**config.mk**
```make
export PLATFORM = sky130hd
export DESIGN_NAME = vcap_fifo_rst_seq
export DESIGN_NICKNAME = d
export VERILOG_FILES = /design/src/rtl/vcap_rst_pkg.sv /design/src/rtl/vcap_sync_norm.sv /design/src/rtl/vcap_req_tracker.sv /design/src/rtl/vcap_rst_fsm.sv /design/src/rtl/vcap_fifo_rst_seq.sv
export SDC_FILE = /design/constraint.sdc
export NUM_CORES = 1
export LEC_CHECK = 0
export CAP_MARGIN = 20
export CORE_MARGIN = 8
export CORE_UTILIZATION = 42
export CTS_CLUSTER_DIAMETER = 120
export DETAILED_ROUTE_END_ITERATION = 16
export GPL_TIMING_DRIVEN = 0
export PLACE_DENSITY = 0.76
export SYNTH_ARGS = -nofsm -noshare
export SYNTH_HDL_FRONTEND = slang
export SYNTH_HIERARCHICAL = 1
export SYNTH_SLANG_ARGS = --single-unit
```
**constraint.sdc**
```tcl
create_clock -name clk -period 4.8 [get_ports clk]
set_clock_uncertainty 0.1 [all_clocks]
set_input_delay 0.48 -clock clk [delete_from_list [all_inputs] [get_ports clk]]
set_output_delay 0.48 -clock clk [all_outputs]
set_load 0.05 [all_outputs]
```
**src/rtl/vcap_rst_pkg.sv**
```systemverilog
package vcap_rst_pkg;

  typedef enum logic [1:0] {
    SEQ_ARM   = 2'd0,
    SEQ_RUN   = 2'd1,
    SEQ_CLEAR = 2'd2,
    SEQ_DRAIN = 2'd3
  } seq_state_e;

  typedef enum logic [1:0] {
    EVT_LINE  = 2'b00,
    EVT_FIELD = 2'b01,
    EVT_FRAME = 2'b10,
    EVT_ALT   = 2'b11
  } evt_sel_e;

  localparam int unsigned NUM_SYNC = 2;
  localparam int unsigned SYNC_H   = 0;
  localparam int unsigned SYNC_V   = 1;

endpackage

```
**src/rtl/vcap_sync_norm.sv**
```systemverilog
module vcap_sync_norm
  import vcap_rst_pkg::*;
(
  input  logic       clk,
  input  logic       rst_n,
  input  logic       sep_sync,
  input  logic [1:0] pin_sync,
  input  logic [1:0] pin_pol,
  input  logic [1:0] emb_blank,
  input  logic       task_in,
  input  logic       task_pol,
  input  logic       field_id,
  input  logic [1:0] evt_sel,
  output logic [1:0] blank_n,
  output logic       task_n,
  output logic       start_evt
);

  logic [NUM_SYNC-1:0] blank_q;
  logic [NUM_SYNC-1:0] rise;

  for (genvar g = 0; g < NUM_SYNC; g++) begin : g_chan
    assign blank_n[g] = sep_sync ? (pin_sync[g] == pin_pol[g]) : emb_blank[g];
    assign rise[g]    = blank_n[g] & ~blank_q[g];

    always_ff @(posedge clk or negedge rst_n) begin
      if (!rst_n) blank_q[g] <= 1'b1;
      else        blank_q[g] <= blank_n[g];
    end
  end

  assign task_n = task_in ^ task_pol;

  always_comb begin
    unique case (evt_sel_e'(evt_sel))
      EVT_LINE:  start_evt = rise[SYNC_H];
      EVT_FRAME: start_evt = rise[SYNC_V] & ~field_id;
      default:   start_evt = rise[SYNC_V];
    endcase
  end

endmodule

```
**src/rtl/vcap_req_tracker.sv**
```systemverilog
module vcap_req_tracker #(
  parameter int unsigned CNT_W = 6
) (
  input  logic clk,
  input  logic rst_n,
  input  logic issue,
  input  logic done,
  output logic drained
);

  localparam logic [CNT_W-1:0] CNT_MAX = {CNT_W{1'b1}};

  logic [CNT_W-1:0] cnt_q, cnt_d;
  logic             cnt_en;

  assign cnt_en = issue ^ done;

  always_comb begin
    cnt_d = cnt_q;
    if (issue && !done && cnt_q != CNT_MAX)   cnt_d = cnt_q + 1'b1;
    else if (done && !issue && cnt_q != '0)   cnt_d = cnt_q - 1'b1;
  end

  always_ff @(posedge clk or negedge rst_n) begin
    if (!rst_n)      cnt_q <= '0;
    else if (cnt_en) cnt_q <= cnt_d;
  end

  assign drained = (cnt_q == '0);

endmodule

```
**src/rtl/vcap_rst_fsm.sv**
```systemverilog
module vcap_rst_fsm
  import vcap_rst_pkg::*;
(
  input  logic clk,
  input  logic rst_n,
  input  logic ctl_wr,
  input  logic ctl_rst_wdata,
  input  logic drained,
  input  logic start_evt,
  output logic rst_bit,
  output logic capture_en,
  output logic fifo_clr
);

  seq_state_e state_q, state_d;
  logic       busy;
  logic       req;

  assign busy = (state_q == SEQ_CLEAR) || (state_q == SEQ_DRAIN);
  assign req  = ctl_wr && ctl_rst_wdata && !busy;

  always_comb begin
    state_d = state_q;
    if (req) begin
      state_d = SEQ_CLEAR;
    end else begin
      unique case (state_q)
        SEQ_ARM:   if (start_evt) state_d = SEQ_RUN;
        SEQ_RUN:   state_d = SEQ_RUN;
        SEQ_CLEAR: state_d = SEQ_DRAIN;
        SEQ_DRAIN: if (drained) state_d = start_evt ? SEQ_RUN : SEQ_ARM;
        default:   state_d = SEQ_ARM;
      endcase
    end
  end

  always_ff @(posedge clk or negedge rst_n) begin
    if (!rst_n) state_q <= SEQ_ARM;
    else        state_q <= state_d;
  end

  assign rst_bit    = busy;
  assign capture_en = (state_q == SEQ_RUN);
  assign fifo_clr   = (state_q == SEQ_CLEAR);

endmodule

```
**src/rtl/vcap_fifo_rst_seq.sv**
```systemverilog
module vcap_fifo_rst_seq
  import vcap_rst_pkg::*;
#(
  parameter int unsigned CNT_W = 6
) (
  input  logic       clk,
  input  logic       rst_n,
  input  logic       ctl_wr,
  input  logic       ctl_rst_wdata,
  output logic       rst_bit_rd,
  input  logic [1:0] evt_sel,
  input  logic       sep_sync,
  input  logic       hsync_in,
  input  logic       vsync_in,
  input  logic       hs_pol,
  input  logic       vs_pol,
  input  logic       emb_hblank,
  input  logic       emb_vblank,
  input  logic       field_id,
  input  logic       task_in,
  input  logic       task_pol,
  input  logic       bus_req_issue,
  input  logic       bus_req_done,
  output logic       capture_en,
  output logic       in_fifo_clr,
  output logic       out_fifo_clr,
  output logic       hblank_n,
  output logic       vblank_n,
  output logic       task_n
);

  logic [NUM_SYNC-1:0] blank_w;
  logic                start_evt_w;
  logic                drained_w;
  logic                clr_w;

  vcap_sync_norm u_sync (
    .clk       (clk),
    .rst_n     (rst_n),
    .sep_sync  (sep_sync),
    .pin_sync  ({vsync_in, hsync_in}),
    .pin_pol   ({vs_pol, hs_pol}),
    .emb_blank ({emb_vblank, emb_hblank}),
    .task_in   (task_in),
    .task_pol  (task_pol),
    .field_id  (field_id),
    .evt_sel   (evt_sel),
    .blank_n   (blank_w),
    .task_n    (task_n),
    .start_evt (start_evt_w)
  );

  vcap_req_tracker #(.CNT_W(CNT_W)) u_trk (
    .clk     (clk),
    .rst_n   (rst_n),
    .issue   (bus_req_issue),
    .done    (bus_req_done),
    .drained (drained_w)
  );

  vcap_rst_fsm u_fsm (
    .clk           (clk),
    .rst_n         (rst_n),
    .ctl_wr        (ctl_wr),
    .ctl_rst_wdata (ctl_rst_wdata),
    .drained       (drained_w),
    .start_evt     (start_evt_w),
    .rst_bit       (rst_bit_rd),
    .capture_en    (capture_en),
    .fifo_clr      (clr_w)
  );

  assign in_fifo_clr  = clr_w;
  assign out_fifo_clr = clr_w;
  assign hblank_n     = blank_w[SYNC_H];
  assign vblank_n     = blank_w[SYNC_V];

endmodule

```
After elaboration in Yosys (flattened, before gate mapping) --
Index checks and enable logic that the tools add are counted.
Operators by class: bitwise operators 8, equality and inequality tests 9, reduce and logical (&&, ||, !) cells 17, $add $sub $neg 2, mux-type cells 10
Operators with widths (number):
- $mux 6 | 2
- $pmux 2 s4 | 1
- $add 6x1->6 const B | 1
- $eq 2x2->1 const B | 3
- $logic_and 1x1->1 | 6
- $logic_not 6->1 | 1
- $mux 2 | 3
- $ne 6x6->1 const B | 1
- $reduce_bool 6->1 | 1
- $sub 6x1->6 const B | 1
- $logic_not 2->1 | 2
- $reduce_and 2->1 | 2
- $and 1x1->1 | 3
- $logic_not 1->1 | 3
- $mux 1 | 3
- $ne 3x1->1 const B | 1
- $ne 3x2->1 const B | 1
- $not 1->1 | 3
- $eq 1x1->1 | 2
- $eq 2x1->1 const B | 1
- $pmux 1 s2 | 1
- $reduce_bool 2->1 | 1
- $xor 1x1->1 | 2
- $logic_or 1x1->1 | 1
Word-level totals: logic and storage cells 50, register bits after elaboration 10, output and inout bits 7, input port bits 18

Longest topological paths before layout --
Gate-level depths: netlist (run 1).
depth after elaboration 9, gate-level depth with buffers 9, mapped depth without buffers 9

By module --
Netlist (run 1), hierarchy kept.
Modules (own cells, without submodules):
- vcap_req_tracker | cells each 43, area each 465.4 µm², times used 1, seq. area each 150.1 µm²
- vcap_sync_norm | cells each 12, area each 133.9 µm², times used 1, seq. area each 52.6 µm²
- vcap_rst_fsm | cells each 11, area each 111.4 µm², times used 1, seq. area each 50.0 µm²
- vcap_fifo_rst_seq | cells each 1, area each 7.5 µm², times used 1, seq. area each 0.0 µm²

Worst setup path after synthesis (run 1) --
Ideal clock, no wire load.
path type reg-to-reg, from register u_trk.cnt_q[0], to register u_trk.cnt_q[5], path buffers 0, cell stages (with the launch flop) 9, data arrival time 2.349 ns, library setup time 0.123 ns, path slack 2.228 ns, data required time 4.577 ns, period minus slack after synthesis 2.572 ns, cells stage by stage dfrtp_1 > nand2_1 > o21ai_0 > ha_1 > a211oi_1 > o21bai_1 > a21oi_1 > mux2_4 > xor2_1
Between the ends: longest elaborated chain between the ends 4, elaborated cells on any way between the ends 10, those cells by class add/sub (2); eq/ne (1); mux (2); reduce/logical (5)
RTL lines:
- start: declaration | RTL line vcap_req_tracker.sv:13 | logic [CNT_W-1:0] cnt_q, cnt_d;
- start signal: assignment | RTL line vcap_req_tracker.sv:26 | else if (cnt_en) cnt_q <= cnt_d;
- parallel branches: the longest is 4 deep, another holds $sub 6x1->6
Several ways; the timed one is not identified. The select of a mux whose other input is x is not followed. A chain may end at the register's enable or synchronous reset.

Final worst setup path (run 1) --
Ends and elaborated chain as after synthesis.

==> metrics.txt, run 1 <==
Int Power=between 300 and 400 uW; Initial DRT Pass Iterations=4; Post-DP Area=980 um2; final slew viol count=0; post-route cell area=around 1000 um2; global-route wire length before repair=between 2000 and 2500 um; Setup-failing EPs final=0; Sw Share=~40%; Skew-Pair Late Insertion Delay=around 0.26 ns; largest net degree at the start of global routing=11; minimum clock period=between 2 and 3 ns; switching power=around 200 uW; Leak Pwr=0.000447 uW; Reg power frac=around 32%; root buffer selected by CTS=clkbuf_4; final count of hold timing violations=0; via count=about 590; Peak VDD IR=0.287 mV; crit start category=flip-flop; Bufs and invs on worst path=0; Mean Syn Cell Area=about 11 um2; RePlAce Congestion=slightly above 0.8; R2R Path Start=u_trk/cnt_q[0]; I/O pin total=25; clock-pin slew on the worst setup and hold paths=approximately 0.060 ns; Routed wire per std cell=between 10 and 15 um; Yosys reg bits=10; clock share of power=~14%; pre-CTS setup slack=between 1.5 and 2 ns; Iter 0 DRT Violations=5; Synth Net Count=92; Layout Nets=121; number of synthesized flops with an enable pin=0; sequential fraction of the synthesis area=35.2%; core outline area=roughly 1700 um2; gr ovfl total=0; fill count=approximately 140; Global Route Usage Sum=approximately 8.8%; routed vias/inst=around 5.2; share of cells above drive strength 1=roughly 14%; Worst Slack Setup Final=around 1.9 ns; DP HPWL=between 1000 and 1500 um; CTS resizes=0; CTS Buf Count=3; setup TNS=0 ns; DR DRC count=0; Syn Inst Count=67; RSZ-0062 raised after global routing=false; Gate power share=a little over half; Register-to-Register Path Depth=8; Site Rows=15; Mapped Area=between 700 and 800 um2; top cell type's share of synthesized area=27.9%; most frequent cells in the layout=clkdlybuf4s50_1, dfrtp_1, ha_1; critical path type=reg -> reg; worst path arrival time=2.98 ns; count of antenna-violating nets left after detailed routing=0; ys flop type=dfrtp_1; PD cells=498 nW/um2; Clock H-tree levels=1; vias in the first global route=588; Max Cap Violations=0; worst hold path type=reg -> reg; CP max FO=8; slowest CP cell=o21ai_0; Initial Utilization=a little over two fifths; period utilization=~61%; worst hold start=u_trk/cnt_q[5]; post-CTS setup buffer count=0; crit-path cells=nand2_1 > o21ai_0 > ha_1 > a211oi_1 > o21bai_1 > a21oi_1 > mux2_4 > xor2_1; Slew @ Worst Pin=about 0.96 ns; crit end category=flip-flop; final wirelength=around 1400 um; top cells by area, synth=dfrtp_1, ha_1, dfstp_2; Port Buffers=24; hold_buf cts=0; max frequency=roughly 340 MHz; Max-slew headroom=35.4%; # clock sinks=10; diode count=0; P&R area growth vs syn=41.5%; Die Wd=57.4 um; RR Endpoint=u_trk/cnt_q[5]; crit-path leading delay family=compound AO/OA/AOI/OAI gates; Hold Path Depth=1; Max stage delay on crit path=between 0.7 and 0.8 ns; fraction of registers with async set or reset after synthesis=100%; CTS tree=done; outcome=complete, no violations; die area=3290 um2; initial antenna violation count=0; Synth cell types=33; die height=about 57 um; Worst EP required=a little under 5 ns; Yosys Warn Count=6; area leader, netlist=dfrtp_1; setup slack, reg-to-reg=1.87 ns; Clock Tree Buf Depth=2; commonest non-fill, non-tap cell in the layout=clkdlybuf4s50_1; hold endpoint=u_trk/cnt_q[5]
==> metal layers <==
metal  GRT usage (%)  part of all wire (%)  vias to the layer above  wire length, um
met5               0                     0                        -                0
met1            9.26                    41                      272              590
met3            3.14                   4.5                        2               64
met4            3.21                   1.1                        0               15
met2            15.8                    53                       15              753
li1                -                     -                      298                -
==> sequential cells by signal (all words and copies together) (netlist names) <==
name and flops:
u_trk/cnt_q 6, u_fsm/state_q 2, u_sync/blank_q 2
==> worst reg2reg max path, stage by stage (launching register included) <==
cell	delay, ns
dfrtp_1	0.47
nand2_1	0.07
o21ai_0	0.76
ha_1	0.40
a211oi_1	0.22
o21bai_1	0.10
a21oi_1	0.23
mux2_4	0.33
xor2_1	0.14
==> through the flow <==
step | util, % | power, uW | cells | hold slack, ns
2_1_floorplan | - | 357 | 67 | 0.0844
3_3_place_gp | 58.7 | 425 | 108 | 0.398
3_5_place_dp | 58.7 | 438 | 108 | 0.408
4_1_cts | 60.8 | 513 | 112 | 0.419
5_1_grt | 60.8 | 547 | 112 | 0.437
6_report | 60.8 | 506 | 112 | 0.414
==> cell usage after synthesis, types with 2 or more instances <==
cell type,n
a21o_1,2
a21oi_1,4
dfrtp_1,8
dfstp_2,2
ha_1,6
inv_1,4
mux2_1,2
mux2_2,3
mux2_4,2
nand2_1,3
o21ai_0,3
xnor2_1,4
xor2_1,4
==> final cells by class <==
cell class / count / area [um2] / share of cell area [%]
multi-input cells: 51 / 439 / 43.2
repair buffers: 24 / 240 / 23.6
flip-flops and latches: 10 / 253 / 24.9
well taps: 17 / 21.3 / 2.09
clock buffers: 4 / 36.3 / 3.57
plain buffers: 2 / 11.3 / 1.11
inverters: 4 / 15.0 / 1.48
==> worst max path at each step <==
stage                        start              to  slack, ns  depth (start not counted)
finish              u_trk/cnt_q[0]  u_trk/cnt_q[5]       1.87                          8
global route        u_trk/cnt_q[0]  u_trk/cnt_q[5]       1.64                          8
CTS                 u_trk/cnt_q[0]  u_trk/cnt_q[5]       1.87                          8
detailed placement    bus_req_done  u_trk/cnt_q[5]       1.63                         10
global placement      bus_req_done  u_trk/cnt_q[5]       1.66                         10
floorplan           u_trk/cnt_q[0]  u_trk/cnt_q[5]       2.23                          8
==> logic make-up (layout without fill, tap and decap cells) <==
family	Yosys count	in the layout	share of synthesized area, %
compound gates	16	16	15.2
simple gates	13	13	11.0
flops	10	10	35.2
xor+xnor	8	8	9.76
fa+ha+maj	7	7	13.2
mux	7	7	12.0
buf+inv	6	34	3.66
==> power by group through the flow <==
stage / Combinational, uW / Clock (uW) / Sequential [uW]
after global routing: 298 / 80.3 / 169
after floorplan: 206 / 0 / 151
after CTS: 275 / 75.8 / 162
after global placement: 265 / 0 / 161
after detailed placement: 274 / 0 / 164
final: 272 / 72.9 / 162
Note: power is estimated with default switching activity, not from simulation.
==> run 2, diff against run 1 <==
==> constraint.sdc (replaced) <==
create_clock -name clk -period 2.8 [get_ports clk]
set_clock_uncertainty 0.1 [all_clocks]
set_input_delay 0.28 -clock clk [delete_from_list [all_inputs] [get_ports clk]]
set_output_delay 0.28 -clock clk [all_outputs]
set_load 0.05 [all_outputs]
==> metrics.txt, run 2 (synthesized netlist as in run 1, its figures left out) <==
Die Wd=roughly 57 um; Leak Pwr=roughly 0.00045 uW; routed vias/inst=5.20; commonest non-fill, non-tap cell in the layout=clkdlybuf4s50_1; Max stage delay on crit path=0.47 ns; Initial DRT Pass Iterations=3; Global Route Usage Sum=just under 9%; Max-slew headroom=around two thirds; CTS Buf Count=3; Clock H-tree levels=1; crit start category=flip-flop; die area=3290 um2; fill count=approximately 140; worst hold path type=in -> async; sequential cell area=around 250 um2; most frequent cells in the layout=clkdlybuf4s50_1, dfrtp_1, ha_1; CTS resizes=1; critical path type=reg -> reg; Clock Tree Buf Depth=2; Bufs and invs on worst path=0; P&R area growth vs syn=42.0%; I/O pin total=25; # clock sinks=10; Slew @ Worst Pin=around 0.51 ns; root buffer selected by CTS=clkbuf_4; worst hold-check slack=between 0.2 and 0.25 ns; Initial Utilization=43.0%; via count=just under 600; max frequency=about 400 MHz; crit-path leading delay family=compound AO/OA/AOI/OAI gates; RePlAce Congestion=roughly 0.81; Port Buffers=24; final count of hold timing violations=0; RSZ-0062 raised after global routing=false; die height=between 50 and 60 um; clock-pin slew on the worst setup and hold paths=0.06 ns; global-route wire length before repair=2360 um; outcome=complete, no violations; Register-to-Register Path Depth=8; final wirelength=1420 um; crit end category=flip-flop; area occupied by multi-input gates=443 um2; Setup-failing EPs final=0; period utilization=around nine tenths; Routed wire per std cell=between 10 and 15 um; crit-path cells=nand2_1 > o21ai_2 > ha_1 > a211oi_1 > o21bai_1 > a21oi_1 > mux2_4 > xor2_1; Skew-Pair Late Insertion Delay=between 0.2 and 0.3 ns; DP HPWL=roughly 1300 um; post-CTS setup buffer count=0; initial antenna violation count=0; Max Cap Violations=0; register with the most flip-flops=u_trk/cnt_q; gr ovfl total=0; worst path arrival time=roughly 2.5 ns; Iter 0 DRT Violations=4; CP max FO=8; Largest register FFs=6; PD cells=between 800 and 900 nW/um2; Worst EP required=around 2.9 ns; Peak VDD IR=between 0.4 and 0.5 mV; largest net degree at the start of global routing=11; core outline area=around 1700 um2; Crit path depth=8; Layout Nets=between 100 and 150; final slew viol count=0; top flop regs=u_trk/cnt_q: 6 flops, u_fsm/state_q: 2 flops, u_sync/blank_q: 2 flops; count of antenna-violating nets left after detailed routing=0; diode count=0; share of cells above drive strength 1=roughly 15%; hold_buf cts=0; total power=roughly 870 uW; vias in the first global route=588; DR DRC count=0; Site Rows=15; CTS tree=done; minimum clock period=~2.5 ns; slowest CP cell=dfrtp_1
[run 2: metrics by stage]
step	setup TNS (ns)	setup slack [ns]	std cells	util, %	area (um2)
finish	0	0.327	112	61.0	1020
global route	0	0.136	112	61.0	1020
CTS	0	0.144	112	60.8	1020
detailed placement	-0.171	-0.171	108	58.7	980
global placement	-0.141	-0.141	108	58.7	980
floorplan	0	0.228	67	-	718
[run 2: cell type report]
class | count | area share (%)
Multi-Input combinational cell | 51 | 43.4
Sequential cell | 10 | 24.8
Timing Repair Buffer | 24 | 23.6
Clock buffer | 4 | 3.56
Tap cell | 17 | 2.09
Inverter | 4 | 1.47
Buffer | 2 | 1.10
[run 2: metal layers]
layer / routed length [um] / up-vias / part of all wire, % / GRT usage [%]
li1: - / 298 / - / -
met1: 590 / 267 / 42 / 9.26
met2: 750 / 15 / 53 / 15.8
met3: 64 / 2 / 4.5 / 3.14
met4: 15 / 0 / 1.1 / 3.21
met5: 0 / - / 0 / 0
[run 2: where the power goes]
part | switching [uW] | internal, uW
clock | 46.2 | 78.8
sequential | 71.9 | 205
combinational | 233 | 236
total | 352 | 519
[run 2: path summary, 6_finish.rpt]
path	slack, ns	end	start
min in group clk	0.41	u_trk/cnt_q[5]	u_trk/cnt_q[5]
max in group asynchronous	2.04	u_sync/blank_q[1]	rst_n
min	0.22	u_fsm/state_q[1]	rst_n
max	0.33	u_trk/cnt_q[5]	u_trk/cnt_q[0]
max reg2reg	0.33	u_trk/cnt_q[5]	u_trk/cnt_q[0]
min reg2reg	0.41	u_trk/cnt_q[5]	u_trk/cnt_q[5]
==> run 3, diff against run 2 <==
--- a/config.mk
+++ b/config.mk
@@ -6,12 +6,14 @@
 export NUM_CORES = 1
 export LEC_CHECK = 0
 export CAP_MARGIN = 20
+export CELL_PAD_IN_SITES_DETAIL_PLACEMENT = 0
+export CELL_PAD_IN_SITES_GLOBAL_PLACEMENT = 1
 export CORE_MARGIN = 8
-export CORE_UTILIZATION = 42
+export CORE_UTILIZATION = 33
 export CTS_CLUSTER_DIAMETER = 120
 export DETAILED_ROUTE_END_ITERATION = 16
 export GPL_TIMING_DRIVEN = 0
-export PLACE_DENSITY = 0.76
+export PLACE_DENSITY = 0.79
 export SYNTH_ARGS = -nofsm -noshare
 export SYNTH_HDL_FRONTEND = slang
 export SYNTH_HIERARCHICAL = 1
==> metrics.txt, run 3 (synthesized netlist as in run 1, its figures left out) <==
gr ovfl total=0; Register-to-Register Path Depth=8; register with the most flip-flops=u_trk/cnt_q; Clock H-tree levels=1; final wirelength=~1500 um; Routed wire per std cell=~12 um; RePlAce Congestion=0.722; initial antenna violation count=0; I/O pin total=25; Port Buffers=24; diode count=0; area occupied by multi-input gates=approximately 440 um2; sequential cell area=roughly 250 um2; Gate power share=53.4%; Initial Utilization=between 30 and 40%; crit start category=flip-flop; minimum clock period=2.48 ns; Site Rows=17; final count of hold timing violations=0; period utilization=about nine tenths; Setup-failing EPs final=0; Slew @ Worst Pin=between 0.5 and 0.6 ns; core outline area=2130 um2; root buffer selected by CTS=clkbuf_4; vias in the first global route=about 610; worst path arrival time=around 2.5 ns; via count=approximately 600; die height=around 63 um; largest net degree at the start of global routing=11; crit end category=flip-flop; CTS tree=done; Iter 0 DRT Violations=5; Int Power=slightly above 500 uW; DP HPWL=1230 um; routed vias/inst=~4.8; die area=3930 um2; Initial DRT Pass Iterations=3; DR DRC count=0; post-CTS setup buffer count=0; count of antenna-violating nets left after detailed routing=0; Global Route Usage Sum=under 10%; outcome=complete, no violations; clock share of power=14.9%; top flop regs=u_trk/cnt_q: 6 flops, u_fsm/state_q: 2 flops, u_sync/blank_q: 2 flops; P&R area growth vs syn=43.9%; Post-DP Area=993 um2; Skew-Pair Late Insertion Delay=0.27 ns; Layout Nets=121; RSZ-0062 raised after global routing=false; Clock Tree Buf Depth=2; global-route wire length before repair=between 2000 and 3000 um; critical path type=reg -> reg; PD cells=approximately 840 nW/um2; # clock sinks=10; worst hold path type=in -> async; CTS Buf Count=3; Max-slew headroom=between 60 and 70%; fill count=between 200 and 250; Reg power frac=about a third; commonest non-fill, non-tap cell in the layout=clkdlybuf4s50_1; Die Wd=between 60 and 70 um; Peak VDD IR=0.390 mV; Sw Share=a little over 40%; share of cells above drive strength 1=around 15%; switching power=approximately 350 uW; clock-pin slew on the worst setup and hold paths=about 0.070 ns; Max Cap Violations=0; Largest register FFs=6; most frequent cells in the layout=clkdlybuf4s50_1, dfrtp_1, ha_1; CP max FO=8; final slew viol count=0; post-route cell area=1030 um2; max frequency=around 400 MHz; Leak Pwr=between 0.0004 and 0.0005 uW; Worst EP required=2.85 ns; total power=~870 uW
[run 3: final timing paths]
kind                                      from           endpoint  slack, ns
worst min-delay path                     rst_n   u_fsm/state_q[0]       0.23
worst max register to register  u_trk/cnt_q[0]     u_trk/cnt_q[5]       0.32
max in group asynchronous                rst_n  u_sync/blank_q[1]       2.03
worst min register to register  u_trk/cnt_q[5]     u_trk/cnt_q[5]       0.41
worst max-delay path            u_trk/cnt_q[0]     u_trk/cnt_q[5]       0.32
min in group clk                u_trk/cnt_q[5]     u_trk/cnt_q[5]       0.41
[run 3: critical path: stages (launching register included)]
cell	delay, ns
dfrtp_1	0.48
nand2_1	0.10
o21ai_2	0.35
ha_1	0.32
a211oi_1	0.21
o21bai_1	0.10
a21oi_1	0.23
mux2_4	0.33
xor2_1	0.14
[run 3: layout make-up]
type                            count  share of cell area, %
Multi-Input combinational cell     51                   42.9
Sequential cell                    10                   24.5
Timing Repair Buffer               24                   23.2
Clock buffer                        4                   3.51
Tap cell                           28                   3.39
Inverter                            4                   1.45
Buffer                              2                   1.09
[run 3: per-layer routing]
| metal | GRT usage [%] | vias to the layer above | wire, um |
|---|---|---|---|
| met2 | 13.1 | 17 | 674 |
| met1 | 9.04 | 269 | 688 |
| met3 | 3.76 | 4 | 82 |
| met5 | 0 | - | 0 |
| li1 | - | 300 | - |
| met4 | 5.13 | 0 | 30 |
[run 3: metrics by stage]
| stage | util (%) | hold slack [ns] | setup slack (ns) | cells | TNS (ns) |
|---|---|---|---|---|---|
| 2_1_floorplan | - | -0.116 | 0.228 | 67 | 0 |
| 3_3_place_gp | 46.7 | 0.398 | -0.177 | 119 | -0.177 |
| 3_5_place_dp | 46.7 | 0.396 | -0.135 | 119 | -0.135 |
| 4_1_cts | 48.4 | 0.238 | 0.152 | 123 | 0 |
| 5_1_grt | 48.6 | 0.247 | 0.106 | 123 | 0 |
| 6_report | 48.6 | 0.227 | 0.323 | 123 | 0 |
[run 3: timing repair]
action | 4_1_cts | 5_1_grt
setup endpoints to repair | 1 | 1
resized for setup | 1 | 1
hold buffers | 0 | 0
[run 3: power groups by stage]
stage / clock network (uW) / logic [uW] / registers [uW]
after floorplan: 0 / 353 / 258
after global placement: 0 / 462 / 277
after detailed placement: 0 / 466 / 279
after CTS: 133 / 468 / 276
after global routing: 141 / 520 / 285
final: 130 / 465 / 276
